--- src/rtl/adc_seq_pkg.sv ---
package adc_seq_pkg;
  localparam logic [1:0] MODE_SINGLE = 2'd0;
  localparam logic [1:0] MODE_SCAN   = 2'd1;
  localparam logic [1:0] MODE_FREE   = 2'd2;

  typedef enum logic [2:0] {
    ST_IDLE, ST_SETUP, ST_PULSE, ST_WLOW, ST_WHIGH, ST_READ, ST_SEND
  } seqState_t;

  typedef struct packed {
    logic loadReq;
    logic loadZero;
    logic incChan;
    logic capture;
  } seqStrobe_t;
endpackage

--- src/rtl/adc_seq_dp.sv ---
module adc_seq_dp
  import adc_seq_pkg::*;
#(
  parameter int DIV_HALF = 98,
  parameter int DATA_W   = 8,
  parameter int CHAN_W   = 3
) (
  input  logic              clk,
  input  logic              rstN,
  input  seqStrobe_t        strb,
  input  logic [CHAN_W-1:0] chanReq,
  input  logic              eocRaw,
  input  logic [DATA_W-1:0] adcData,
  output logic              tick,
  output logic              eocSync,
  output logic              convClk,
  output logic [CHAN_W-1:0] chanAddr,
  output logic [DATA_W-1:0] resData,
  output logic [CHAN_W-1:0] resChan
);
  localparam int CW = (DIV_HALF > 1) ? $clog2(DIV_HALF) : 1;
  localparam logic [CW-1:0] LAST = CW'(DIV_HALF - 1);

  logic [CW-1:0] divCnt;
  logic          eocMeta;
  logic [CHAN_W-1:0] chanReg;

  // converter clock divider; tick marks each rising edge
  always_ff @(posedge clk) begin
    if (!rstN) begin
      divCnt  <= '0;
      convClk <= 1'b0;
    end else if (divCnt == LAST) begin
      divCnt  <= '0;
      convClk <= ~convClk;
    end else begin
      divCnt <= divCnt + 1'b1;
    end
  end
  assign tick = (divCnt == LAST) && !convClk;

  // two-flop synchronizer on the completion line
  always_ff @(posedge clk) begin
    if (!rstN) begin
      eocMeta <= 1'b0;
      eocSync <= 1'b0;
    end else begin
      eocMeta <= eocRaw;
      eocSync <= eocMeta;
    end
  end

  always_ff @(posedge clk) begin
    if (!rstN)              chanReg <= '0;
    else if (strb.loadZero) chanReg <= '0;
    else if (strb.loadReq)  chanReg <= chanReq;
    else if (strb.incChan)  chanReg <= chanReg + 1'b1;
  end
  assign chanAddr = chanReg;

  always_ff @(posedge clk) begin
    if (!rstN) begin
      resData <= '0;
      resChan <= '0;
    end else if (strb.capture) begin
      resData <= adcData;
      resChan <= chanReg;
    end
  end


  divider_tick_chk: assert property (@(posedge clk) disable iff (!rstN)
    tick |=> convClk);
endmodule

--- src/rtl/adc_seq_ctrl.sv ---
module adc_seq_ctrl
  import adc_seq_pkg::*;
#(
  parameter int TIMEOUT_TICKS = 1024
) (
  input  logic       clk,
  input  logic       rstN,
  input  logic [1:0] mode,
  input  logic       go,
  input  logic       tick,
  input  logic       eocSync,
  input  logic       resReady,
  output seqStrobe_t strb,
  output logic       aleOut,
  output logic       startOut,
  output logic       oeOut,
  output logic       resValid,
  output logic       timeoutErr
);
  localparam int TW = $clog2(TIMEOUT_TICKS + 1);
  localparam logic [TW-1:0] TLAST = TW'(TIMEOUT_TICKS - 1);

  seqState_t   st;
  logic        latchAddr;
  logic [TW-1:0] timer;
  logic        isScan, isFree;

  assign isScan = (mode == MODE_SCAN);
  assign isFree = (mode == MODE_FREE);

  always_ff @(posedge clk) begin
    if (!rstN) begin
      st         <= ST_IDLE;
      latchAddr  <= 1'b0;
      timer      <= '0;
      timeoutErr <= 1'b0;
    end else begin
      case (st)
        ST_IDLE: if (go) begin
          latchAddr  <= 1'b1;
          timeoutErr <= 1'b0;
          st         <= ST_SETUP;
        end
        ST_SETUP: if (tick) st <= ST_PULSE;
        ST_PULSE: if (tick) begin
          timer <= '0;
          st    <= ST_WLOW;
        end
        ST_WLOW, ST_WHIGH: if (tick) begin
          timer <= timer + 1'b1;
          if (st == ST_WLOW && !eocSync)      st <= ST_WHIGH;
          else if (st == ST_WHIGH && eocSync) st <= ST_READ;
          else if (timer == TLAST) begin
            timeoutErr <= 1'b1;
            st         <= ST_IDLE;
          end
        end
        ST_READ: if (tick) st <= ST_SEND;
        ST_SEND: if (resReady) begin
          if (go && isScan) begin
            latchAddr <= 1'b1;
            st        <= ST_SETUP;
          end else if (go && isFree) begin
            latchAddr <= 1'b0;
            st        <= ST_SETUP;
          end else begin
            st <= ST_IDLE;
          end
        end
        default: st <= ST_IDLE;
      endcase
    end
  end

  always_comb begin
    strb          = '0;
    strb.loadReq  = (st == ST_IDLE) && go && !isScan;
    strb.loadZero = (st == ST_IDLE) && go && isScan;
    strb.incChan  = (st == ST_SEND) && resReady && go && isScan;
    strb.capture  = (st == ST_READ) && tick;
  end

  assign startOut = (st == ST_PULSE);
  assign aleOut   = (st == ST_PULSE) && latchAddr;
  assign oeOut    = (st == ST_READ);
  assign resValid = (st == ST_SEND);


  oe_after_eoc_chk: assert property (@(posedge clk) disable iff (!rstN)
    $rose(oeOut) |-> eocSync);

  err_no_result_chk: assert property (@(posedge clk) disable iff (!rstN)
    $rose(timeoutErr) |-> !resValid);
endmodule

--- src/rtl/adc_seq.sv ---
module adc_seq
  import adc_seq_pkg::*;
#(
  parameter int DIV_HALF      = 98,
  parameter int TIMEOUT_TICKS = 1024
) (
  input  logic       clk,
  input  logic       rstN,
  input  logic [1:0] mode,
  input  logic       go,
  input  logic [2:0] chanReq,
  output logic       convClk,
  output logic [2:0] chanAddr,
  output logic       aleOut,
  output logic       startOut,
  input  logic       eocIn,
  output logic       oeOut,
  input  logic [7:0] adcData,
  output logic       resValid,
  input  logic       resReady,
  output logic [7:0] resData,
  output logic [2:0] resChan,
  output logic       timeoutErr
);
  seqStrobe_t strb;
  logic tick, eocSync;

  adc_seq_ctrl #(.TIMEOUT_TICKS(TIMEOUT_TICKS)) u_ctrl (
    .clk, .rstN, .mode, .go, .tick, .eocSync, .resReady,
    .strb, .aleOut, .startOut, .oeOut, .resValid, .timeoutErr
  );

  adc_seq_dp #(.DIV_HALF(DIV_HALF), .DATA_W(8), .CHAN_W(3)) u_dp (
    .clk, .rstN, .strb, .chanReq, .eocRaw(eocIn), .adcData,
    .tick, .eocSync, .convClk, .chanAddr, .resData, .resChan
  );


  valid_hold_chk: assert property (@(posedge clk) disable iff (!rstN)
    resValid && !resReady |=> resValid && $stable(resData) && $stable(resChan));

  no_start_pending_chk: assert property (@(posedge clk) disable iff (!rstN)
    resValid |-> !startOut);

  ale_with_start_chk: assert property (@(posedge clk) disable iff (!rstN)
    aleOut |-> startOut);
endmodule

--- config.mk ---
export PLATFORM = sky130hd
export DESIGN_NAME = adc_seq
export DESIGN_NICKNAME = d
export VERILOG_FILES = /design/src/rtl/adc_seq_pkg.sv /design/src/rtl/adc_seq_dp.sv /design/src/rtl/adc_seq_ctrl.sv /design/src/rtl/adc_seq.sv
export SDC_FILE = /design/constraint.sdc
export NUM_CORES = 1
export LEC_CHECK = 0
export ABC_AREA = 1
export BUFFER_PORTS_ARGS = -buffer_cell sky130_fd_sc_hd__buf_2
export CORE_UTILIZATION = 50
export CTS_CLUSTER_SIZE = 16
export DETAILED_ROUTE_END_ITERATION = 8
export GPL_ROUTABILITY_DRIVEN = 0
export HOLD_SLACK_MARGIN = 0.12
export PLACE_DENSITY_LB_ADDON = 0.1
export SYNTH_ARGS = -nofsm -noshare
export SYNTH_HDL_FRONTEND = slang
export SYNTH_SLANG_ARGS = --single-unit
--- constraint.sdc ---
create_clock -name clk -period 1.45 [get_ports clk]
set_input_delay 0.145 -clock clk [delete_from_list [all_inputs] [get_ports clk]]
set_output_delay 0.145 -clock clk [all_outputs]
set_load 0.05 [all_outputs]
== Word level (Yosys, flattened, before mapping) ==
Cells that the tools add are included.
Word-level totals
  bits in registers: 40
  output and inout port bits: 20
  input bits: 18
  logic and storage cells: 93
Cells by class
  equality and inequality tests: 21
  reduce and logical (&&, ||, !) cells: 28
  multiplexer cells: 28
  bitwise gates (word level): 2
  add/subtract/negate cells: 3
Operators by type and width (count)
  two-way mux 3 bit: 12
  two-way mux 11 bit: 2
  case mux 11 bit (2 select lines): 1
  case mux 3 bit (6 select lines): 1
  logical AND 1 bit: 13
  != test 2 x 1 -> 1 bit (second input constant): 6
  adder 11 x 1 -> 11 bit (second input constant): 1
  == test 11 x 10 -> 1 bit (second input constant): 1
  two-way mux 1 bit: 10
  == test 3 bit (second input constant): 3
  nonzero test 2 bit: 4
  adder 7 x 1 -> 7 bit (second input constant): 1
  == test 7 bit (second input constant): 1
  AND reduction 7 bit: 1
  == test 3 x 2 -> 1 bit (second input constant): 2
  != test 2 bit (second input constant): 3
  AND reduction 6 bit: 1
  OR reduction 2 bit: 3
  != test 4 x 1 -> 1 bit (second input constant): 1
  case mux 1 bit (2 select lines): 2
  AND reduction 4 bit: 1
  adder 3 x 1 -> 3 bit (second input constant): 1
  == test 3 x 1 -> 1 bit (second input constant): 1
  zero test 1 bit: 3
  6 further kinds: 7

== Depth between registers and ports, before layout ==
Gate-level depths: netlist (run 1).
  word-level depth: 6
  gate-level depth with buffers: 10
  mapped depth without buffers: 10

== By module ==
Synthesis (run 1) repeated with hierarchy kept, for this count alone.
Second synthesis, totals
  cells, all modules: 318
  area total of the unflattened synthesis: 2113.3 um2
By module, submodules not included
  adc_seq_ctrl: cells each 186, sequential area each 320.3 um2, times used 1, area an instance 1142.3 um2
  adc_seq_dp: cells each 132, sequential area each 480.5 um2, times used 1, area an instance 970.9 um2

== Least setup slack after synthesis (run 1) ==
No wires, ideal clock.
  path kind: reg2out
  start: register u_ctrl.st[1]
  end: output port aleOut
  buffers on the path: 0
  path slack: -0.017 ns
  cell stages (with the launch flop): 3
  data arrival time: 1.322 ns
  required time: 1.305 ns
  cells stage by stage: dfxtp_1 -> nand3_2 -> nor2_1
Between the ends
  longest elaborated chain between the ends: 2
Ends and longest elaborated chain
  start: declaration: RTL line adc_seq_ctrl.sv:23  | seqState_t st;
  start signal: assignment: RTL line adc_seq_ctrl.sv:33  | st <= ST_IDLE;
  start signal: assignment: RTL line adc_seq_ctrl.sv:42  | st <= ST_SETUP;
  start signal: assignment: RTL line adc_seq_ctrl.sv:44  | ST_SETUP: if (tick) st <= ST_PULSE;
  == test 3 x 2 -> 1 bit: RTL line adc_seq_ctrl.sv:84  | assign aleOut = (st == ST_PULSE) && latchAddr;
  logical AND 1 bit: RTL line adc_seq_ctrl.sv:84
  end: declaration: RTL line adc_seq.sv:14  | output logic aleOut,
Every way passes these cells.

== Final worst setup path (run 1) ==
  start: register u_dp.divCnt[1]
  end: register u_ctrl.timer[1]
Between the ends
  longest elaborated chain between the ends: 4
  elaborated cells on any way between the ends: 5
Ends and longest elaborated chain
  start: declaration: RTL line adc_seq_dp.sv:24  | logic [CW-1:0] divCnt;
  start signal: assignment: RTL line adc_seq_dp.sv:37  | divCnt <= divCnt + 1'b1;
  == test 7 bit *: RTL line adc_seq_dp.sv:40  | assign tick = (divCnt == LAST) && !convClk;
  logical AND 1 bit *: RTL line adc_seq_dp.sv:40
  != test 2 x 1 -> 1 bit (no line)
  AND reduction 3 bit (no line) *
  end signal: assignment: RTL line adc_seq_ctrl.sv:50  | timer <= timer + 1'b1;
  end: declaration: RTL line adc_seq_ctrl.sv:25  | logic [TW-1:0] timer;
Mark *: on every way between the ends. The rest lies on a longest branch, timed or not.
A chain may end at the register's enable or synchronous reset.

==> results of run 1 <==
==> synth_stat cells <==
cell,instances,area (µm²)
buf_6,1,11.3
a31oi_1,2,12.5
o21ai_0,4,20.0
nand4_4,1,21.3
nand3_2,5,50.1
buf_2,2,10.0
nand2_4,1,11.3
o21ai_4,1,16.3
nor2_1,30,113
nor2_2,6,37.5
nand2_2,6,37.5
clkbuf_1,1,3.75
nand4_1,11,68.8
inv_1,25,93.8
ha_1,4,50.1
inv_2,5,18.8
a21boi_2,1,11.3
or2_2,1,6.26
a21o_1,3,22.5
nor3b_1,3,22.5
buf_4,1,7.51
o211ai_1,1,7.51
dfxtp_1,40,801
nor2_4,3,33.8
a21boi_1,2,15.0
nor2_8,1,20.0
xor2_1,2,17.5
o21ai_1,7,35.0
clkinv_1,1,3.75
nand2_1,66,248
inv_4,1,6.26
nand3_1,28,140
a21oi_1,24,120
nor3_1,2,10.0
==> flip-flops by register name, summed over array words and instances (netlist names) <==
register,flops
u_ctrl.latchAddr,1
u_ctrl.st,3
u_ctrl.timeoutErr,1
u_ctrl.timer,11
u_dp.chanAddr,3
u_dp.convClk,1
u_dp.divCnt,7
u_dp.eocMeta,1
u_dp.eocSync,1
u_dp.resChan,3
u_dp.resData,8
==> layer usage <==
metal	GRT usage, %	vias up	wire length (µm)
met1	27.9	998	2360
met4	7.98	0	74
met3	5.65	8	229
met2	38.8	54	2740
met5	0	-	0
li1	-	1137	-
==> power by group <==
part,switching [mW],total [mW],internal (mW)
clock network,0.380,0.708,0.327
logic,0.837,1.32,0.484
registers,0.109,1.30,1.19
==> path summary, 6_finish.rpt <==
kind                        from         endpoint  slack, ns
setup / recovery  u_dp.divCnt[1]  u_ctrl.timer[1]       0.02
hold / removal        adcData[0]  u_dp.resData[0]       0.13
setup reg to reg  u_dp.divCnt[1]  u_ctrl.timer[1]       0.02
hold reg to reg     u_dp.eocMeta     u_dp.eocSync       0.43
==> kinds of logic (layout without fill, tap and decap cells) <==
logic type	after synthesis	in the layout
buffers and inverters	37	118
AOI/OAI and AO/OA	45	46
and+or+nand+nor	164	165
DFF	40	40
adders and majority gates	4	4
xor gates and xnor gates	2	2
==> area by class of cell <==
type,instances,share of cell area (%)
clock buffers,6,2.39
clock inverters,1,0.165
inverters,32,4.46
multi-input cells,217,44.6
flip-flops and latches,40,26.9
well taps,50,2.06
repair buffers,79,19.5
==> worst max-delay path: stages, from the launching register on <==
cell and delay, ns:
dfxtp_2 0.33, inv_2 0.05, ha_4 0.12, nand2_4 0.05, inv_4 0.08, nand3_4 0.08, nor2_4 0.23, buf_4 0.16
o21ai_2 0.07, nand2_1 0.09, a21oi_2 0.05
==> timing repair <==
item,in CTS,in global routing
gates cloned,0,2
hold buffers,6,2
endpoints found under the setup margin,18,31
resized for setup,14,58
hold endpoints to repair,6,2
buffers inserted,0,13
pin swaps,1,16
==> run_results.csv, run 1 <==
group,metric,value,unit
critical_path,path_max_fanout,5,
pwr,fin_total_pwr,3.33,mW
clocking,clkTransAtPathRegs,0.07,ns
timing,timing.hold.ws,0.127,ns
final_layout,final_area,3030,µm²
final_layout,final_cell_mix,"nand2_1 (61), buf_2 (33), dfxtp_1 (33), buf_4 (29), nor2_1 (26)",
die,placementRows,23,
synth,synth_compound_area_share,12.4,%
clocking,cts_max_level,2,
placed_design,numPortBuffers,37,
critical_path,reg2reg_depth,10,
synth,synth_xor_area_share,0.833,%
global_route,grt_util_all_layers,22.9,%
detailed_routing,vias,2197,
pwr,p_leak,1.31,nW
clocking,cts_tree,"built",
synth,synth_top_family_by_area,"simple AND/OR/NAND/NOR gates",
final_layout,drive_above_1_share,39.2,%
synth,ys_seq_area_share,38.1,%
clocking,clockRootBuffer,"clkbuf_8",
timing,tightest_slew,0.285,ns
timing,slew_viol_final,0,
critical_path,arrival,1.61,ns
pwr,vdd_drop_max,1030,µV
placed_design,placed_cell_area,2490,µm²
timing,setup_ws,0.0203,ns
final_layout,nNetsFinal,397,
global_route,grt_max_degree,19,
synth,yosys.area_share.simple,39.0,%
placed_design,placedCellCount,395,
synth,synthAdderAreaFrac,2.38,%
timing,setup_viol_count_final,0,
critical_path,cp-end-kind,"flop",
run_status,status,"finished, final reports clean",
final_layout,final_common_cell,"nand2_1",
clocking,insertion_delay,0.29,ns
die,coreArea,4030,µm²
clocking,cts-buffers-inserted,5,
synth,synthMuxAreaShare,0,%
final_layout,multi_input_comb_area,1350,µm²
detailed_routing,drt-pass1-iter-count,4,
critical_path,startpoint_type,"flop",
synth,syn_area,2100,µm²
detailed_routing,wl,5.40,mm
die,die_area,4470,µm²
detailed_routing,drc_errors,0,
synth,yosys_register_bits,40,
clocking,cts_buffer_depth,2,
global_route,overflow,0,
timing,relSlewSlack,80.8,%
synth,syn_nets,314,
critical_path,crit_type,"flop to flop",
die,io_pins,38,
job,max_cap_violations,0,
placed_design,hpwl,3.42,mm
timing,fmax,0.699,GHz
final_layout,area_growth,44.1,%
final_layout,ff_latch_area,815,µm²
synth,syn-instance-count,292,
die,die_w,66.9,µm
final_layout,n_fill_cell,314,
synth,syn_avg_cell_area,7.20,µm²
global_route,antenna_found_initial,0,
synth,synth_cell_types,34,
die,die_h,66.9,µm
final_layout,final_util,75.2,%
timing,grt_setup_unrepaired,"yes",
pwr,powerDensity,1100,nW/µm²
synth,yosysWarnings,0,
min_path,min_path_cells,3,
timing,hold_viol_final,0,
timing,fin_crit,1.43,ns
clocking,cts.sinks,40,
critical_path,required,1.63,ns
detailed_routing,vias_per_cell,5.17,
global_route,grt_pass1_wl,7.81,mm
detailed_routing,antenna_left,0,
timing,period_share,98.6,%
min_path,hp-class,"input port to flop",
global_route,grt_pass1_vias,1858,
final_layout,antenna_cells,0,
detailed_routing,drtIter0Drc,128,
timing,totalNegativeSetupSlack,0,ns
final_layout,stdcell_count,425,
timing,skew,0.00722,ns
detailed_routing,wl_per_cell,12.7,µm
placed_design,place_ws,-0.0966,ns
die,initial_core_util,52.2,%
No activity file was read; power rests on OpenSTA's default activity.
==> run 2, diff against run 1 <==
==> constraint.sdc (replaced) <==
create_clock -name clk -period 1.45 [get_ports clk]
set_input_delay 0.145 -clock clk [delete_from_list [all_inputs] [get_ports clk]]
set_output_delay 0.145 -clock clk [all_outputs]
set_load 0.005 [all_outputs]
==> run 2 against run 1 <==
Net effect: the run now ends with negative setup slack left; cell area shrank 1.1%; highest routed layer unchanged; first-iteration DRC count up 1.6%; clock-buffer cell count down 1; clock skew is 0.0017 ns lower; worst setup slack lost 0.054 ns; largest power group is now sequential cells; power increased by 1.0%; cell count unchanged; register-to-register slack got worse by 0.05 ns.
==> run_results.csv, run 2 (same netlist as run 1, synthesis figures left out) <==
group,metric,value,unit
run_status,status,"complete, but fails checks",
run_status,violations,"negative setup slack",
final_layout,regMostFlops,"u_ctrl.timer",
critical_path,rrSetupSlack,-0.03,ns
final_layout,final_common_cell,"nand2_1",
placed_design,numPortBuffers,37,
clocking,cts_tree,"built",
pwr,vdd_drop_max,1040,µV
timing,timing.hold.ws,0.124,ns
detailed_routing,vias,2231,
critical_path,reg2reg_depth,11,
clocking,cts.sinks,40,
timing,totalNegativeSetupSlack,-0.122,ns
detailed_routing,drc_errors,0,
die,die_area,4470,µm²
timing,hold_viol_final,0,
critical_path,startpoint_type,"flop",
detailed_routing,vias_per_cell,5.25,
detailed_routing,drtIter0Drc,130,
final_layout,reg_top3,"u_ctrl.timer (11), u_dp.resData (8), u_dp.divCnt (7)",
min_path,hp-class,"input port to flop",
placed_design,hpwl,3.36,mm
global_route,grt_pass1_wl,7.76,mm
detailed_routing,wl_per_cell,13.1,µm
global_route,grt_util_all_layers,22.4,%
final_layout,antenna_cells,0,
critical_path,required,1.62,ns
detailed_routing,wl,5.58,mm
die,io_pins,38,
die,coreArea,4030,µm²
final_layout,final_cell_mix,"nand2_1 (61), buf_2 (37), dfxtp_1 (33), buf_4 (31), nor2_1 (26)",
timing,slew_viol_final,0,
global_route,overflow,0,
detailed_routing,antenna_left,0,
timing,fmax,0.674,GHz
pwr,powerDensity,1120,nW/µm²
die,die_h,66.9,µm
clocking,cts-buffers-inserted,5,
critical_path,cp-end-kind,"flop",
final_layout,area_growth,42.5,%
clocking,insertion_delay,0.29,ns
clocking,clockRootBuffer,"clkbuf_8",
global_route,grt_max_degree,19,
pwr,fin_total_pwr,3.36,mW
timing,relSlewSlack,82.3,%
critical_path,cp-startpoint,"u_dp.divCnt[1]",
job,max_cap_violations,0,
detailed_routing,drt-pass1-iter-count,4,
timing,fin_crit,1.48,ns
clocking,cts_buffer_depth,2,
timing,skew,0.00548,ns
timing,period_share,102,%
critical_path,arrival,1.66,ns
global_route,antenna_found_initial,0,
timing,setup_viol_count_final,12,
timing,setup_ws,-0.0338,ns
final_layout,drive_above_1_share,40.8,%
global_route,grt_pass1_vias,1818,
critical_path,timing.rr.end,"u_ctrl.timer[9]",
critical_path,r2r_start,"u_dp.divCnt[1]",
clocking,clkTransAtPathRegs,0.08,ns
critical_path,crit_type,"flop to flop",
pwr,p_leak,1.29,nW
timing,tightest_slew,0.265,ns
clocking,cts_max_level,2,
die,die_w,66.9,µm
die,placementRows,23,
final_layout,stdcell_count,425,
placed_design,placedCellCount,392,
critical_path,path_max_fanout,4,
timing,grt_setup_unrepaired,"yes",
final_layout,largest_reg_flops,11,
die,initial_core_util,52.2,%
final_layout,nNetsFinal,396,
critical_path,endpoint,"u_ctrl.timer[9]",
==> run 2: repair_timing <==
| action | in CTS | in global routing |
|---|---|---|
| hold buffers | 4 | 1 |
| gates cloned | 0 | 3 |
| hold endpoints to repair | 4 | 1 |
| setup buffers | 0 | 17 |
| endpoints found under the setup margin | 16 | 30 |
| gates resized for setup | 9 | 52 |
| pin swaps | 0 | 22 |
==> run 2: final cells by class <==
cell class                 instances  area, µm²
multi-input combinational        217       1340
fill                             329       1030
sequential                        40        812
timing repair buffer              78        541
inverter                          32        128
clock buffer                       5       68.8
tap                               50       62.6
clock inverter                     3       42.5
==> run 2: per-stage QoR <==
stage	setup WS, ns	utilization, %	instance area (µm²)
2_1_floorplan	0.00709	-	2100
3_3_place_gp	-0.0642	60.9	2450
3_5_place_dp	-0.0824	60.9	2450
4_1_cts	0.00837	65.3	2630
5_1_grt	-0.102	74.4	3000
6_report	-0.0338	74.4	3000
==> run 2: layer usage <==
layer  up-vias  GRT usage [%]  part of all wire [%]
li1       1139              -                     -
met1      1025           28.3                    43
met2        57           39.1                    51
met3        10           4.28                   4.9
met4         0           4.52                   1.3
met5         -              0                     0
==> run 2: worst min path at each step <==
stage,start,end,slack (ns),depth (start not counted)
final,adcData[1],u_dp.resData[1],0.12,3
after global routing,adcData[1],u_dp.resData[1],0.12,3
after CTS,adcData[1],u_dp.resData[1],0.12,3
after detailed placement,eocIn,u_dp.eocMeta,0.33,3
after global placement,eocIn,u_dp.eocMeta,0.33,3
after floorplan,eocIn,u_dp.eocMeta,0.24,2
==> run 2: critical path, stage by stage, from the launching register on <==
cell     delay, ns
dfxtp_2       0.33
inv_2         0.06
ha_4          0.12
nand2_2       0.06
inv_4         0.07
nand3_4       0.09
nor2_4        0.22
buf_12        0.14
buf_6         0.09
o21ai_4       0.06
nand2_1       0.07
a21oi_1       0.07
==> run 2: power breakdown <==
| group | switching, mW | internal (mW) | total, mW | leakage (nW) |
|---|---|---|---|---|
| Combinational | 0.687 | 0.466 | 1.15 | 0.904 |
| Clock | 0.412 | 0.510 | 0.922 | 0.0541 |
| Sequential | 0.103 | 1.19 | 1.29 | 0.328 |
| Total | 1.20 | 2.16 | 3.36 | 1.29 |
